`config.mk`:
```
export PLATFORM = sky130hd
export DESIGN_NAME = mbist_subtest_seq
export DESIGN_NICKNAME = d
export VERILOG_FILES = /design/src/rtl/mbist_pkg.sv /design/src/rtl/mbist_op_decode.sv /design/src/rtl/mbist_slot_data.sv /design/src/rtl/mbist_addr_walker.sv /design/src/rtl/mbist_subtest_seq.sv
export SDC_FILE = /design/constraint.sdc
export NUM_CORES = 1
export LEC_CHECK = 0
export BUFFER_PORTS_ARGS = -buffer_cell sky130_fd_sc_hd__buf_4
export CORE_MARGIN = 4
export CORE_UTILIZATION = 52
export CTS_CLUSTER_SIZE = 30
export DETAILED_ROUTE_END_ITERATION = 10
export PLACE_DENSITY_LB_ADDON = 0.2
export SYNTH_ARGS = -nofsm -noshare
export SYNTH_HDL_FRONTEND = slang
export SYNTH_SLANG_ARGS = --single-unit
```
`constraint.sdc`:
```
create_clock -name clk -period 3.44 [get_ports clk]
set_input_delay 0 -clock clk [delete_from_list [all_inputs] [get_ports clk]]
set_output_delay 0 -clock clk [all_outputs]
set_load 0.02 [all_outputs]
```
`src/rtl/mbist_pkg.sv`:
```
// Shared constants and types for the memory BIST subtest sequencer.
// Assumes a 16-bit control word; field positions are fixed here.
package mbist_pkg;
    localparam int NUM_RANGES = 4;
    localparam int RSEL_W     = $clog2(NUM_RANGES);
    localparam int MAX_SLOTS  = 3;
    localparam int SLOT_W     = $clog2(MAX_SLOTS);

    localparam logic [3:0] OP_WR  = 4'b0011;
    localparam logic [3:0] OP_RWR = 4'b0100;
    localparam logic [3:0] OP_RRW = 4'b1000;
    localparam logic [3:0] OP_RWW = 4'b0101;

    localparam int CW_INV_WR  = 4;
    localparam int CW_INV_2ND = 5;
    localparam int CW_INV_3RD = 6;
    localparam int CW_REVERSE = 7;
    localparam int CW_RANDOM  = 8;
    localparam int CW_DMODE   = 9;
    localparam int CW_RSEL    = 14;

    // Decoded command list: index of last slot and per-slot write flag.
    typedef struct packed {
        logic                 valid;
        logic [SLOT_W-1:0]    last_slot;
        logic [MAX_SLOTS-1:0] is_write;
    } seq_t;
endpackage

```
`src/rtl/mbist_op_decode.sv`:
```
// Operation decoder: turns the operation code into a command list and
// flags control words the sequencer cannot run. Purely combinational.
module mbist_op_decode
    import mbist_pkg::*;
(
    input  logic [3:0] op,
    input  logic       random_mode,
    input  logic [2:0] data_mode,
    output seq_t       seq
);
    // Map each supported code to its list; others stay invalid.
    always_comb begin
        logic known;
        seq   = '0;
        known = 1'b1;
        case (op)
            OP_WR:  begin seq.last_slot = SLOT_W'(1); seq.is_write = 3'b001; end
            OP_RWR: begin seq.last_slot = SLOT_W'(2); seq.is_write = 3'b010; end
            OP_RRW: begin seq.last_slot = SLOT_W'(2); seq.is_write = 3'b100; end
            OP_RWW: begin seq.last_slot = SLOT_W'(2); seq.is_write = 3'b110; end
            default: known = 1'b0;
        endcase
        seq.valid = known && !random_mode && (data_mode == 3'b000);
    end
endmodule

```
`src/rtl/mbist_slot_data.sv`:
```
// Per-slot data generator: each slot carries the fixed pattern or its
// inverse. Inversion is the XOR of the write-invert bit (writes only) and
// the per-position invert bit of the second and third slots.
module mbist_slot_data
    import mbist_pkg::*;
#(
    parameter int              DW      = 16,
    parameter logic [DW-1:0]   PATTERN = 16'hA5C3
) (
    input  logic                          inv_wr,
    input  logic                          inv_2nd,
    input  logic                          inv_3rd,
    input  logic [MAX_SLOTS-1:0]          is_write,
    output logic [MAX_SLOTS-1:0][DW-1:0]  slot_data
);
    for (genvar k = 0; k < MAX_SLOTS; k++) begin : g_slot
        logic flip;
        if (k == 1) begin : g_second
            assign flip = (inv_wr & is_write[k]) ^ inv_2nd;
        end else if (k == 2) begin : g_third
            assign flip = (inv_wr & is_write[k]) ^ inv_3rd;
        end else begin : g_first
            assign flip = inv_wr & is_write[k];
        end
        // Select the pattern or its bitwise inverse for this slot.
        assign slot_data[k] = flip ? ~PATTERN : PATTERN;
    end
endmodule

```
`src/rtl/mbist_addr_walker.sv`:
```
// Address walker: loads a first and last address and steps by one toward
// the last address. Assumes the range was loaded in walk order.
module mbist_addr_walker #(
    parameter int AW = 6
) (
    input  logic          clk,
    input  logic          rst_n,
    input  logic          load,
    input  logic [AW-1:0] first,
    input  logic [AW-1:0] last,
    input  logic          reverse,
    input  logic          advance,
    output logic [AW-1:0] addr,
    output logic          at_last
);
    logic [AW-1:0] addr_q, last_q;
    logic          rev_q;

    // Hold the current address and step it once per finished address.
    always_ff @(posedge clk) begin
        if (!rst_n) begin
            addr_q <= '0;
            last_q <= '0;
            rev_q  <= 1'b0;
        end else if (load) begin
            addr_q <= first;
            last_q <= last;
            rev_q  <= reverse;
        end else if (advance) begin
            addr_q <= rev_q ? addr_q - AW'(1) : addr_q + AW'(1);
        end
    end

    assign addr    = addr_q;
    assign at_last = (addr_q == last_q);
endmodule

```
`src/rtl/mbist_subtest_seq.sv`:
```
// Memory BIST subtest sequencer top. Captures a control word on start,
// issues the decoded command list at every address of the selected range
// and compares read data on acknowledge. Assumes the memory holds a
// request until it acknowledges it and returns read data with the ack.
module mbist_subtest_seq
    import mbist_pkg::*;
#(
    parameter int            AW      = 6,
    parameter int            DW      = 16,
    parameter logic [DW-1:0] PATTERN = 16'hA5C3
) (
    input  logic                     clk,
    input  logic                     rst_n,
    input  logic                     start,
    input  logic [15:0]              ctrl_word,
    input  logic [NUM_RANGES*AW-1:0] range_lo_bank,
    input  logic [NUM_RANGES*AW-1:0] range_hi_bank,
    output logic                     mem_req,
    output logic                     mem_we,
    output logic [AW-1:0]            mem_addr,
    output logic [DW-1:0]            mem_wdata,
    input  logic                     mem_ack,
    input  logic [DW-1:0]            mem_rdata,
    output logic                     busy,
    output logic                     done,
    output logic                     data_err,
    output logic                     cfg_err
);
    typedef enum logic {ST_IDLE, ST_RUN} state_e;

    state_e                         state_q;
    logic [11:0]                    cw_q;
    logic [SLOT_W-1:0]              slot_q;
    logic                           done_q, derr_q, cerr_q;
    logic [11:0]                    dec_cw;
    seq_t                           seq;
    logic [RSEL_W-1:0]              rsel;
    logic [AW-1:0]                  lo, hi, first, last;
    logic                           accept, launch, reject;
    logic                           hit, slot_end, advance, finish;
    logic                           at_last;
    logic [MAX_SLOTS-1:0][DW-1:0]   slot_data;
    logic                           cur_we;
    logic [DW-1:0]                  cur_data;
    logic                           unused_cw;

    assign unused_cw = ^{ctrl_word[13:12], cw_q[CW_REVERSE]};

    // Decode the live word when idle (for refusal), the captured one when running.
    assign dec_cw = (state_q == ST_RUN) ? cw_q : ctrl_word[11:0];

    mbist_op_decode u_dec (
        .op          (dec_cw[3:0]),
        .random_mode (dec_cw[CW_RANDOM]),
        .data_mode   (dec_cw[CW_DMODE +: 3]),
        .seq         (seq)
    );

    // Pick the bound pair and order it by walk direction.
    assign rsel  = ctrl_word[CW_RSEL +: RSEL_W];
    assign lo    = range_lo_bank[rsel*AW +: AW];
    assign hi    = range_hi_bank[rsel*AW +: AW];
    assign first = ctrl_word[CW_REVERSE] ? hi : lo;
    assign last  = ctrl_word[CW_REVERSE] ? lo : hi;

    assign accept   = (state_q == ST_IDLE) && start;
    assign launch   = accept && seq.valid;
    assign reject   = accept && !seq.valid;
    assign hit      = mem_req && mem_ack;
    assign slot_end = hit && (slot_q == seq.last_slot);
    assign advance  = slot_end && !at_last;
    assign finish   = slot_end && at_last;

    mbist_addr_walker #(.AW(AW)) u_walk (
        .clk     (clk),
        .rst_n   (rst_n),
        .load    (launch),
        .first   (first),
        .last    (last),
        .reverse (ctrl_word[CW_REVERSE]),
        .advance (advance),
        .addr    (mem_addr),
        .at_last (at_last)
    );

    mbist_slot_data #(.DW(DW), .PATTERN(PATTERN)) u_data (
        .inv_wr    (cw_q[CW_INV_WR]),
        .inv_2nd   (cw_q[CW_INV_2ND]),
        .inv_3rd   (cw_q[CW_INV_3RD]),
        .is_write  (seq.is_write),
        .slot_data (slot_data)
    );

    assign cur_we   = seq.is_write[slot_q];
    assign cur_data = slot_data[slot_q];

    // Control state: capture on start, step slots on ack, finish at the end.
    always_ff @(posedge clk) begin
        if (!rst_n) begin
            state_q <= ST_IDLE;
            cw_q    <= '0;
            slot_q  <= '0;
            done_q  <= 1'b0;
            derr_q  <= 1'b0;
            cerr_q  <= 1'b0;
        end else begin
            done_q <= 1'b0;
            if (accept) begin
                derr_q <= 1'b0;
                cw_q   <= ctrl_word[11:0];
                slot_q <= '0;
                cerr_q <= reject;
                done_q <= reject;
                if (launch) state_q <= ST_RUN;
            end
            if (hit && !cur_we && (mem_rdata != cur_data)) derr_q <= 1'b1;
            if (hit) slot_q <= slot_end ? '0 : slot_q + SLOT_W'(1);
            if (finish) begin
                state_q <= ST_IDLE;
                done_q  <= 1'b1;
            end
        end
    end

    assign mem_req   = (state_q == ST_RUN);
    assign mem_we    = cur_we;
    assign mem_wdata = cur_data;
    assign busy      = (state_q == ST_RUN);
    assign done      = done_q;
    assign data_err  = derr_q;
    assign cfg_err   = cerr_q;
endmodule

```
* Yosys cells after proc, flatten, opt, wreduce, memory -nomap -nowiden
Cells that the tools add are included.
** Storage, ports and cells
- Input bits :: 84
- Word-level logic and storage cells :: 74
- Flip-flop bits (word level) :: 31
- Output and inout bits :: 28
** Cells by class
- Reduce and logical (&&, ||, !) cells :: 22
- Multipliers :: 1
- Eq/ne operators :: 7
- Bitwise logic cells :: 7
- Order comparisons :: 1
- Muxes and demuxes :: 22
- $add $sub $neg :: 3
- Shifts and indexed selects :: 2
** Operators with widths (number)
- 16-bit two-way mux :: 4
- 24-bit by 6-bit indexed part select with 6-bit output :: 2
- 16-bit binary-select mux with 2-bit select :: 1
- 6-bit two-way mux :: 5
- 5-bit case mux with 4 select lines :: 1
- 16-bit inequality test :: 1
- 12-bit two-way mux :: 1
- 1-bit logical AND :: 11
- 4-bit by 3-bit == test with 1-bit output (second input constant) :: 2
- 6-bit by 1-bit adder with 6-bit output (second input constant) :: 1
- 6-bit == test :: 1
- 1-bit two-way mux :: 6
- 2-bit two-way mux :: 3
- 2-bit nonzero test :: 3
- 6-bit by 1-bit subtractor with 6-bit output (second input constant) :: 1
- 4-bit by 2-bit == test with 1-bit output (second input constant) :: 1
- 4-bit == test (second input constant) :: 1
- 1-bit zero test :: 4
- 2-bit by 2-bit multiplier with 4-bit output (second input constant) :: 1
- 4-bit OR reduction :: 1
- 1-bit bitwise AND :: 3
- 3-bit zero test :: 1
- 2-bit by 3-bit less-than comparator with 1-bit output (second input constant) :: 1
- 2-bit by 1-bit adder with 2-bit output (second input constant) :: 1
- other kinds (6) :: 8

* Depth between registers and ports, before layout
Gate-level depths: netlist of the first run.
- Word-level depth :: 11
- Depth in mapped cells :: 10
- Mapped depth without buffers :: 8

* Modules after synthesis
From an unflattened synthesis of the first run, not the netlist that was laid out.
** Unflattened totals
- Cells, all modules :: 349
- Area total of the unflattened synthesis :: 3074.2 um2
** By module, submodules not included
- mbist_subtest_seq :: seq. area each 340.3 um2, instances 1, cells an instance 199, area an instance 1831.8 um2
- mbist_addr_walker :: seq. area each 260.2 um2, instances 1, cells an instance 86, area an instance 782.0 um2
- mbist_slot_data :: seq. area each 0.0 um2, instances 1, cells an instance 53, area an instance 387.9 um2
- mbist_op_decode :: seq. area each 0.0 um2, instances 1, cells an instance 11, area an instance 72.6 um2

* Worst setup path after synthesis of the first run
OpenSTA, ideal clock, no wires.
- Path kind :: register -> register
- From :: reg state_q (netlist: busy)
- To :: reg derr_q (netlist: data_err)
- Stages on the path, launching flop included :: 10
- Path buffers :: 2
- Slack :: 1.081 ns
- Arrival :: 2.237 ns
- Library setup time :: 0.122 ns
- Path through :: dfxtp_1 buf_6 buf_8 mux2i_1 nand4_1 xor2_1 o21ai_1 a21bo_2 mux2i_1 o311a_1
** On the way
- Longest elaborated chain between the ends :: 11
- Elaborated cells on any way between the ends :: 27
- Classes of those cells :: eq/ne: 5; mux: 10; bitwise: 6; reduce/logical: 6
** RTL lines
- start: declaration :: RTL line mbist_subtest_seq.sv:31 : state_e state_q;
- start signal: assignment :: RTL line mbist_subtest_seq.sv:100 : state_q <= ST_IDLE;
- start signal: assignment :: RTL line mbist_subtest_seq.sv:114 : if (launch) state_q <= ST_RUN;
- start signal: assignment :: RTL line mbist_subtest_seq.sv:119 : state_q <= ST_IDLE;
- 12-bit two-way mux (*) :: RTL line mbist_subtest_seq.sv:50 : assign dec_cw = (state_q == ST_RUN) ? cw_q : ctrl_word[11:0];
- 4-bit by 3-bit == test with 1-bit output, or another cell as far along :: RTL line mbist_op_decode.sv:16 : case (op)
- 5-bit case mux with 4 select lines (*) :: RTL line mbist_op_decode.sv:16
- 1-bit bitwise AND, on equally long branches :: RTL line mbist_slot_data.sv:19, mbist_slot_data.sv:21
- 1-bit XOR, on equally long branches :: RTL line mbist_slot_data.sv:19, mbist_slot_data.sv:21
- 16-bit two-way mux :: RTL line mbist_slot_data.sv:26 : assign slot_data[k] = flip ? ~PATTERN : PATTERN;
- 16-bit binary-select mux with 2-bit select (*) :: RTL line mbist_subtest_seq.sv:95 : assign cur_data = slot_data[slot_q];
- 16-bit two-way mux (implied by the code) (*) :: RTL line mbist_subtest_seq.sv:95
- net mem_wdata[0] :: RTL line mbist_subtest_seq.sv:21 : output logic [DW-1:0] mem_wdata,
- 16-bit inequality test (*) :: RTL line mbist_subtest_seq.sv:116 : if (hit && !cur_we && (mem_rdata != cur_data)) derr_q <= 1'b1;
- 1-bit logical AND (*) :: RTL line mbist_subtest_seq.sv:116
- 1-bit two-way mux / 2-bit nonzero test (equally long branches)
- end signal: assignment :: RTL line mbist_subtest_seq.sv:104 : derr_q <= 1'b0;
- end signal: assignment :: RTL line mbist_subtest_seq.sv:109 : derr_q <= 1'b0;
- end signal: assignment :: RTL line mbist_subtest_seq.sv:116
- end: declaration :: RTL line mbist_subtest_seq.sv:34 : logic done_q, derr_q, cerr_q;
The timed path passes the listed nets; every way through them passes the cells marked *. The select of a mux whose other input is x is not followed.
A chain may end at the register's enable or synchronous reset.

* Worst setup path after layout of the first run
- From :: reg state_q (netlist: busy)
- To :: reg u_walk.addr_q[3] (netlist: u_walk.addr[3])
** On the way
- Longest elaborated chain between the ends :: 8
- Elaborated cells on any way between the ends :: 21
- Classes of those cells :: eq/ne: 5; mux: 4; bitwise: 1; reduce/logical: 11
** RTL lines
- parallel branches: the longest is 8 deep, another holds 12-bit two-way mux
- end signal: assignment :: RTL line mbist_addr_walker.sv:26 : addr_q <= first;
- end signal: assignment :: RTL line mbist_addr_walker.sv:30 : addr_q <= rev_q ? addr_q - AW'(1) : addr_q + AW'(1);
- end: declaration :: RTL line mbist_addr_walker.sv:16 : logic [AW-1:0] addr_q, last_q;
Parallel ways; which one is timed is not known.

==> flow_summary.json, run 1 <==
{
  "placedCellCount": 405,
  "worst_pin_slew_ns": 0.8414,
  "die_w_um": 77.34,
  "clock_sinks": 30,
  "outcome": "finished clean",
  "core.rowCount": 24,
  "drt_drc_violations_left": 0,
  "worstPathMaxFanout": 18,
  "p_leak_nw": 1.493,
  "synthFlopType": "dfxtp_1",
  "power.density_mw_per_mm2": 259.4,
  "seq_power_share_pct": 41.4,
  "cts_max_level": 2,
  "antenna_found_initial": 0,
  "start_util_pct": 55.50,
  "cts_tree": "built",
  "hpwl_um": 5113,
  "ys_warn_count": 0,
  "wire_per_inst_um": 15.63,
  "die_h_um": 77.34,
  "drt_iter0_drc": 150,
  "yosysTopAreaCell": "dfxtp_1",
  "gr-usage-all-layers_pct": 23.27,
  "syn_to_final_growth_pct": 36.64,
  "maxCapViolCount": 0,
  "rsz0062_at_grt": "false",
  "synthesis.nets": 359,
  "finalHoldViolations": 0,
  "pwr-share-clk_pct": 33.5,
  "synth_area_mm2": 0.002500,
  "num_vias": 2394,
  "routed_via_density": 5.633,
  "synth-seq-cells": 30,
  "cts_setup_buffers": 0,
  "async_flop_share_pct": 0,
  "maxSlewViolCount": 0,
  "dr.pass1.iters": 4,
  "finalCritPeriodShare_pct": 84.29,
  "layout_common_cells": "buf_4 (112), nand2_1 (31), dfxtp_1 (30), a21oi_1 (22), nor2_1 (19)",
  "syn_avg_cell_area_um2": 9.259,
  "ys_types": 58,
  "synth-edff-count": 0,
  "fp.dieArea_mm2": 0.005981,
  "gp_congestion": 0.8301,
  "netSwitchingFraction_pct": 26.75,
  "grt_max_degree": 27,
  "grt_pass1_wl_um": 11370,
  "postRouteAntennaNets": 0,
  "max_freq_mhz": 344.9,
  "combinationalPowerShare_pct": 25.1,
  "min_path_type": "in2reg",
  "cp-start-kind": "flop",
  "end_kind": "flop",
  "arrival_ns": 3.03,
  "first_global_vias": 2457,
  "synth_top_area_share_pct": 24.02,
  "min_period_ns": 2.900,
  "max-vdd-ir-drop_v": 0.0002496,
  "ctsLongestPathBuffers": 2,
  "coreArea_mm2": 0.004504,
  "mostFrequentLayoutCell": "buf_4",
  "root_buffer": "clkbuf_8",
  "clkTransAtPathRegs_ns": 0.06,
  "switchingPower_w": 0.0002371,
  "fin_cells": 425,
  "ios": 112,
  "antenna_cells": 0,
  "timing.critical_path.required_ns": 3.57,
  "synth_area_leaders": "dfxtp_1 (24%), mux4_2 (11%), mux2i_1 (6.8%)",
  "skew_ns": 0.003579,
  "portBuffers": 109,
  "overflow": 0,
  "cts_made_buffers": 5,
  "layout.nets": 461,
  "crit_type": "reg2reg",
  "drive_above_1_share_pct": 42.63,
  "seq_area_frac_synth_pct": 24.02,
  "insertion_delay_ns": 0.29,
  "synth_cells": 270,
  "finalSetupViolations": 0,
  "setup_tns_ns": 0,
  "max_slew_margin_pct": 43.83,
  "cellInternalPower_w": 0.0006491,
  "wl_um": 6643
}
==> power groups by stage <==
stage | combinational [W] | clock [W] | sequential, W
floorplan | 0.000111 | 0 | 0.000375
global placement | 0.000206 | 0 | 0.000374
detailed placement | 0.000212 | 0 | 0.000374
CTS | 0.000223 | 0.000306 | 0.000367
global route | 0.000244 | 0.000325 | 0.000368
finish | 0.000223 | 0.000297 | 0.000367
==> area by class of cell <==
type                    count  area, µm²
multi-input cells         204       1672
flip-flops and latches     30      600.6
repair buffers            124      960.9
well taps                  52      65.06
fillers                   355       1089
clock buffers               7      86.33
inverters                   7      26.28
clock inverters             1      5.005
==> path summary, 6_finish.rpt <==
path                                       startpoint                           to  slack [ns]  depth (start not counted)
worst max-delay path                busy$_SDFFE_PP0P_  u_walk.addr[3]$_SDFFE_PN0P_        0.54                          7
worst max register to register      busy$_SDFFE_PP0P_  u_walk.addr[3]$_SDFFE_PN0P_        0.54                          7
worst min register to register  cw_q[10]$_SDFFE_PN0P_        cw_q[10]$_SDFFE_PN0P_        0.45                          2
worst min-delay path                          mem_ack       slot_q[1]$_SDFFE_PN0P_        0.03                          3
==> cell families after synthesis <==
group / count (synthesis) / share of synthesized area [%]
buf+inv: 36 / 9.109
simple gates: 89 / 19.07
flops: 30 / 24.02
mux: 35 / 21.12
fa+ha+maj: 5 / 2.803
xor+xnor: 15 / 5.556
compound gates: 60 / 18.32
==> flip-flops by register name, summed over array words and instances, names as in the netlist <==
register       flops
busy               1
cfg_err            1
cw_q              11
data_err           1
done               1
slot_q             2
u_walk.addr        6
u_walk.last_q      6
u_walk.rev_q       1
==> synthesized netlist by cell type, types with 2 or more instances <==
cell,n
nand2_1,31
dfxtp_1,30
a21oi_1,22
nor2_1,19
mux2i_1,17
buf_4,15
mux4_2,12
nor2b_1,9
xnor2_1,9
a211oi_2,8
clkbuf_1,6
inv_1,6
nand4_1,6
a211oi_1,5
or4_1,5
xor2_1,5
ha_1,4
mux2_4,4
nand3_1,4
o21ai_0,4
buf_6,3
o2111ai_1,3
a21o_1,2
buf_1,2
buf_2,2
mux2i_2,2
nand2b_1,2
nor2_4,2
o21bai_1,2
==> stage by stage <==
| step | hold WS, ns | total power, W | setup WS (ns) | area, µm² | utilization, % |
|---|---|---|---|---|---|
| 2_1_floorplan | 0.1312 | 0.0004863 | 1.081 | 2500 | - |
| 3_3_place_gp | 0.2450 | 0.0005798 | 0.6378 | 3204 | 71.14 |
| 3_5_place_dp | 0.2578 | 0.0005861 | 0.5822 | 3204 | 71.14 |
| 4_1_cts | 0.02233 | 0.0008957 | 0.5784 | 3416 | 75.83 |
| 5_1_grt | 0.03509 | 0.0009362 | 0.3118 | 3416 | 75.83 |
| 6_report | 0.03357 | 0.0008861 | 0.5403 | 3416 | 75.83 |
==> worst max-delay path, stage by stage (launching register included) <==
cell and delay [ns]:
dfxtp_1 0.87, mux2i_2 0.52, nand2_1 0.15, nor2_1 0.21, o21ai_2 0.13, or2_0 0.49, a211oi_2 0.29, a211oi_2 0.07
==> timing repair <==
action | 4_1_cts | 5_1_grt
gates resized for setup | 0 | 0
setup endpoints to repair | 0 | 0
hold buffers | 12 | 0
hold endpoints to repair | 15 | 0
==> routing by layer <==
layer	vias to the layer above	track usage, %	wire length (µm)
met2	92	42.14	3429
met3	6	5.787	508
met5	-	0	0
met4	0	4.982	53
li1	1179	-	-
met1	1117	27.87	2652
(Power assumes the default switching activity.)
==> inputs of run 2 (changes only) <==
--- a/config.mk
+++ b/config.mk
@@ -7,7 +7,7 @@
 export LEC_CHECK = 0
 export BUFFER_PORTS_ARGS = -buffer_cell sky130_fd_sc_hd__buf_4
 export CORE_MARGIN = 4
-export CORE_UTILIZATION = 52
+export CORE_UTILIZATION = 48
 export CTS_CLUSTER_SIZE = 30
 export DETAILED_ROUTE_END_ITERATION = 10
 export PLACE_DENSITY_LB_ADDON = 0.2
==> constraint.sdc (replaced) <==
create_clock -name clk -period 3 [get_ports clk]
set_input_delay 0 -clock clk [delete_from_list [all_inputs] [get_ports clk]]
set_output_delay 0 -clock clk [all_outputs]
set_load 0.02 [all_outputs]
==> run 2 against run 1 <==
Against the previous run:
- sequential cell count is the same
- worst setup slack got worse by 0.17 ns
- critical path depth unchanged
- clock power grew 13%
- global-route usage decreased by 2.5 points
- critical endpoint is now u_walk.addr[5]$_SDFFE_PN0P_
- highest routed layer unchanged
==> flow_summary.json, run 2 (synthesis gave the netlist of run 1 again) <==
{
  "maxSlewViolCount": 0,
  "seq_area_um2": 600.6,
  "finalCritPeriodShare_pct": 87.73,
  "holdWs_ns": 0.02606,
  "final_area_mm2": 0.003461,
  "ctsLongestPathBuffers": 2,
  "cts_setup_buffers": 0,
  "overflow": 0,
  "total_power_w": 0.001008,
  "grt_max_degree": 27,
  "wl_um": 6237,
  "clkTransAtPathRegs_ns": 0.07,
  "cts_tree": "built",
  "fillers": 446,
  "cp-start-kind": "flop",
  "min_period_ns": 2.632,
  "cts_hold_buf": 12,
  "fp.dieArea_mm2": 0.006426,
  "layout_common_cells": "buf_4 (115), nand2_1 (31), dfxtp_1 (30), a21oi_1 (22), nor2_1 (19)",
  "outcome": "finished clean",
  "die_h_um": 80.17,
  "start_util_pct": 49.26,
  "gp_congestion": 0.8838,
  "finalHoldViolations": 0,
  "die_w_um": 80.17,
  "setup_tns_ns": 0,
  "min_path_type": "in2reg",
  "multiInputGateArea_mm2": 0.001672,
  "postRouteAntennaNets": 0,
  "coreArea_mm2": 0.005075,
  "largest_register_ffs": 11,
  "worstPathMaxFanout": 11,
  "portBuffers": 109,
  "crit_type": "reg2reg",
  "clock_sinks": 30,
  "maxCapViolCount": 0,
  "wire_per_inst_um": 13.98,
  "root_buffer": "clkbuf_8",
  "ios": 112,
  "max_slew_margin_pct": 61.80,
  "drt_iter0_drc": 65,
  "cts_max_level": 2,
  "antenna_cells": 0,
  "antenna_found_initial": 0,
  "end_kind": "flop",
  "power.density_mw_per_mm2": 291.3,
  "first_global_vias": 2503,
  "top_register": "cw_q",
  "cts_made_buffers": 5,
  "finalSetupViolations": 0,
  "num_vias": 2377,
  "gr-usage-all-layers_pct": 20.76,
  "layout.nets": 464,
  "max_freq_mhz": 379.9,
  "routed_via_density": 5.330,
  "placed_cell_area_mm2": 0.003249,
  "rsz0062_at_grt": "false",
  "dr.pass1.iters": 4,
  "syn_to_final_growth_pct": 38.44,
  "mostFrequentLayoutCell": "buf_4",
  "insertion_delay_ns": 0.28,
  "p_leak_nw": 1.508,
  "timing.critical_path.required_ns": 3.19,
  "drt_drc_violations_left": 0,
  "hpwl_um": 4869,
  "max-vdd-ir-drop_v": 0.0001635,
  "grt_pass1_wl_um": 10720,
  "worst_pin_slew_ns": 0.5723,
  "cts-resized-gates": 0,
  "core.rowCount": 26,
  "arrival_ns": 2.82,
  "drive_above_1_share_pct": 43.09,
  "skew_ns": 0.006081
}
[run 2: per-stage QoR]
| stage | cells | util, % | setup WS [ns] |
|---|---|---|---|
| final | 446 | 68.20 | 0.3680 |
| after global placement | 426 | 64.03 | 0.4607 |
| after floorplan | 270 | - | 0.6412 |
| after detailed placement | 426 | 64.03 | 0.3656 |
| after global routing | 446 | 68.20 | 0.2054 |
| after CTS | 446 | 68.20 | 0.3725 |
[run 2: critical path, cell delays in order (launching register included)]
cell	delay (ns)
dfxtp_1	0.68
mux2i_1	0.52
nand3_2	0.17
a21oi_2	0.19
xnor2_2	0.16
nand3_4	0.16
or3_1	0.39
a311oi_1	0.27
[run 2: layer usage]
layer	track usage [%]	share of wire [%]
met5	0	0
met2	38.16	51
met3	4.821	8.6
met4	7.939	1.7
met1	22.90	39
[run 2: report_power, final]
part,switching (W),internal [W]
Combinational,0.000103,0.000149
Clock,0.000151,0.000185
Sequential,0.0000102,0.000410
Total,0.000264,0.000744
[run 2: layout make-up]
class                   instances  area share (%)
clock buffers                   7           2.495
clock inverters                 1          0.1446
inverters                       7          0.7592
multi-input cells             204           48.30
flip-flops and latches         30           17.35
well taps                      70           2.531
repair buffers                127           28.42
[run 2: path summary, 6_finish.rpt]
kind,start,end,slack [ns],cells past startpoint
max,busy$_SDFFE_PP0P_,u_walk.addr[5]$_SDFFE_PN0P_,0.37,7
min,mem_ack,slot_q[1]$_SDFFE_PN0P_,0.03,3
max reg2reg,busy$_SDFFE_PP0P_,u_walk.addr[5]$_SDFFE_PN0P_,0.37,7
min reg2reg,cw_q[8]$_SDFFE_PN0P_,cw_q[8]$_SDFFE_PN0P_,0.45,2
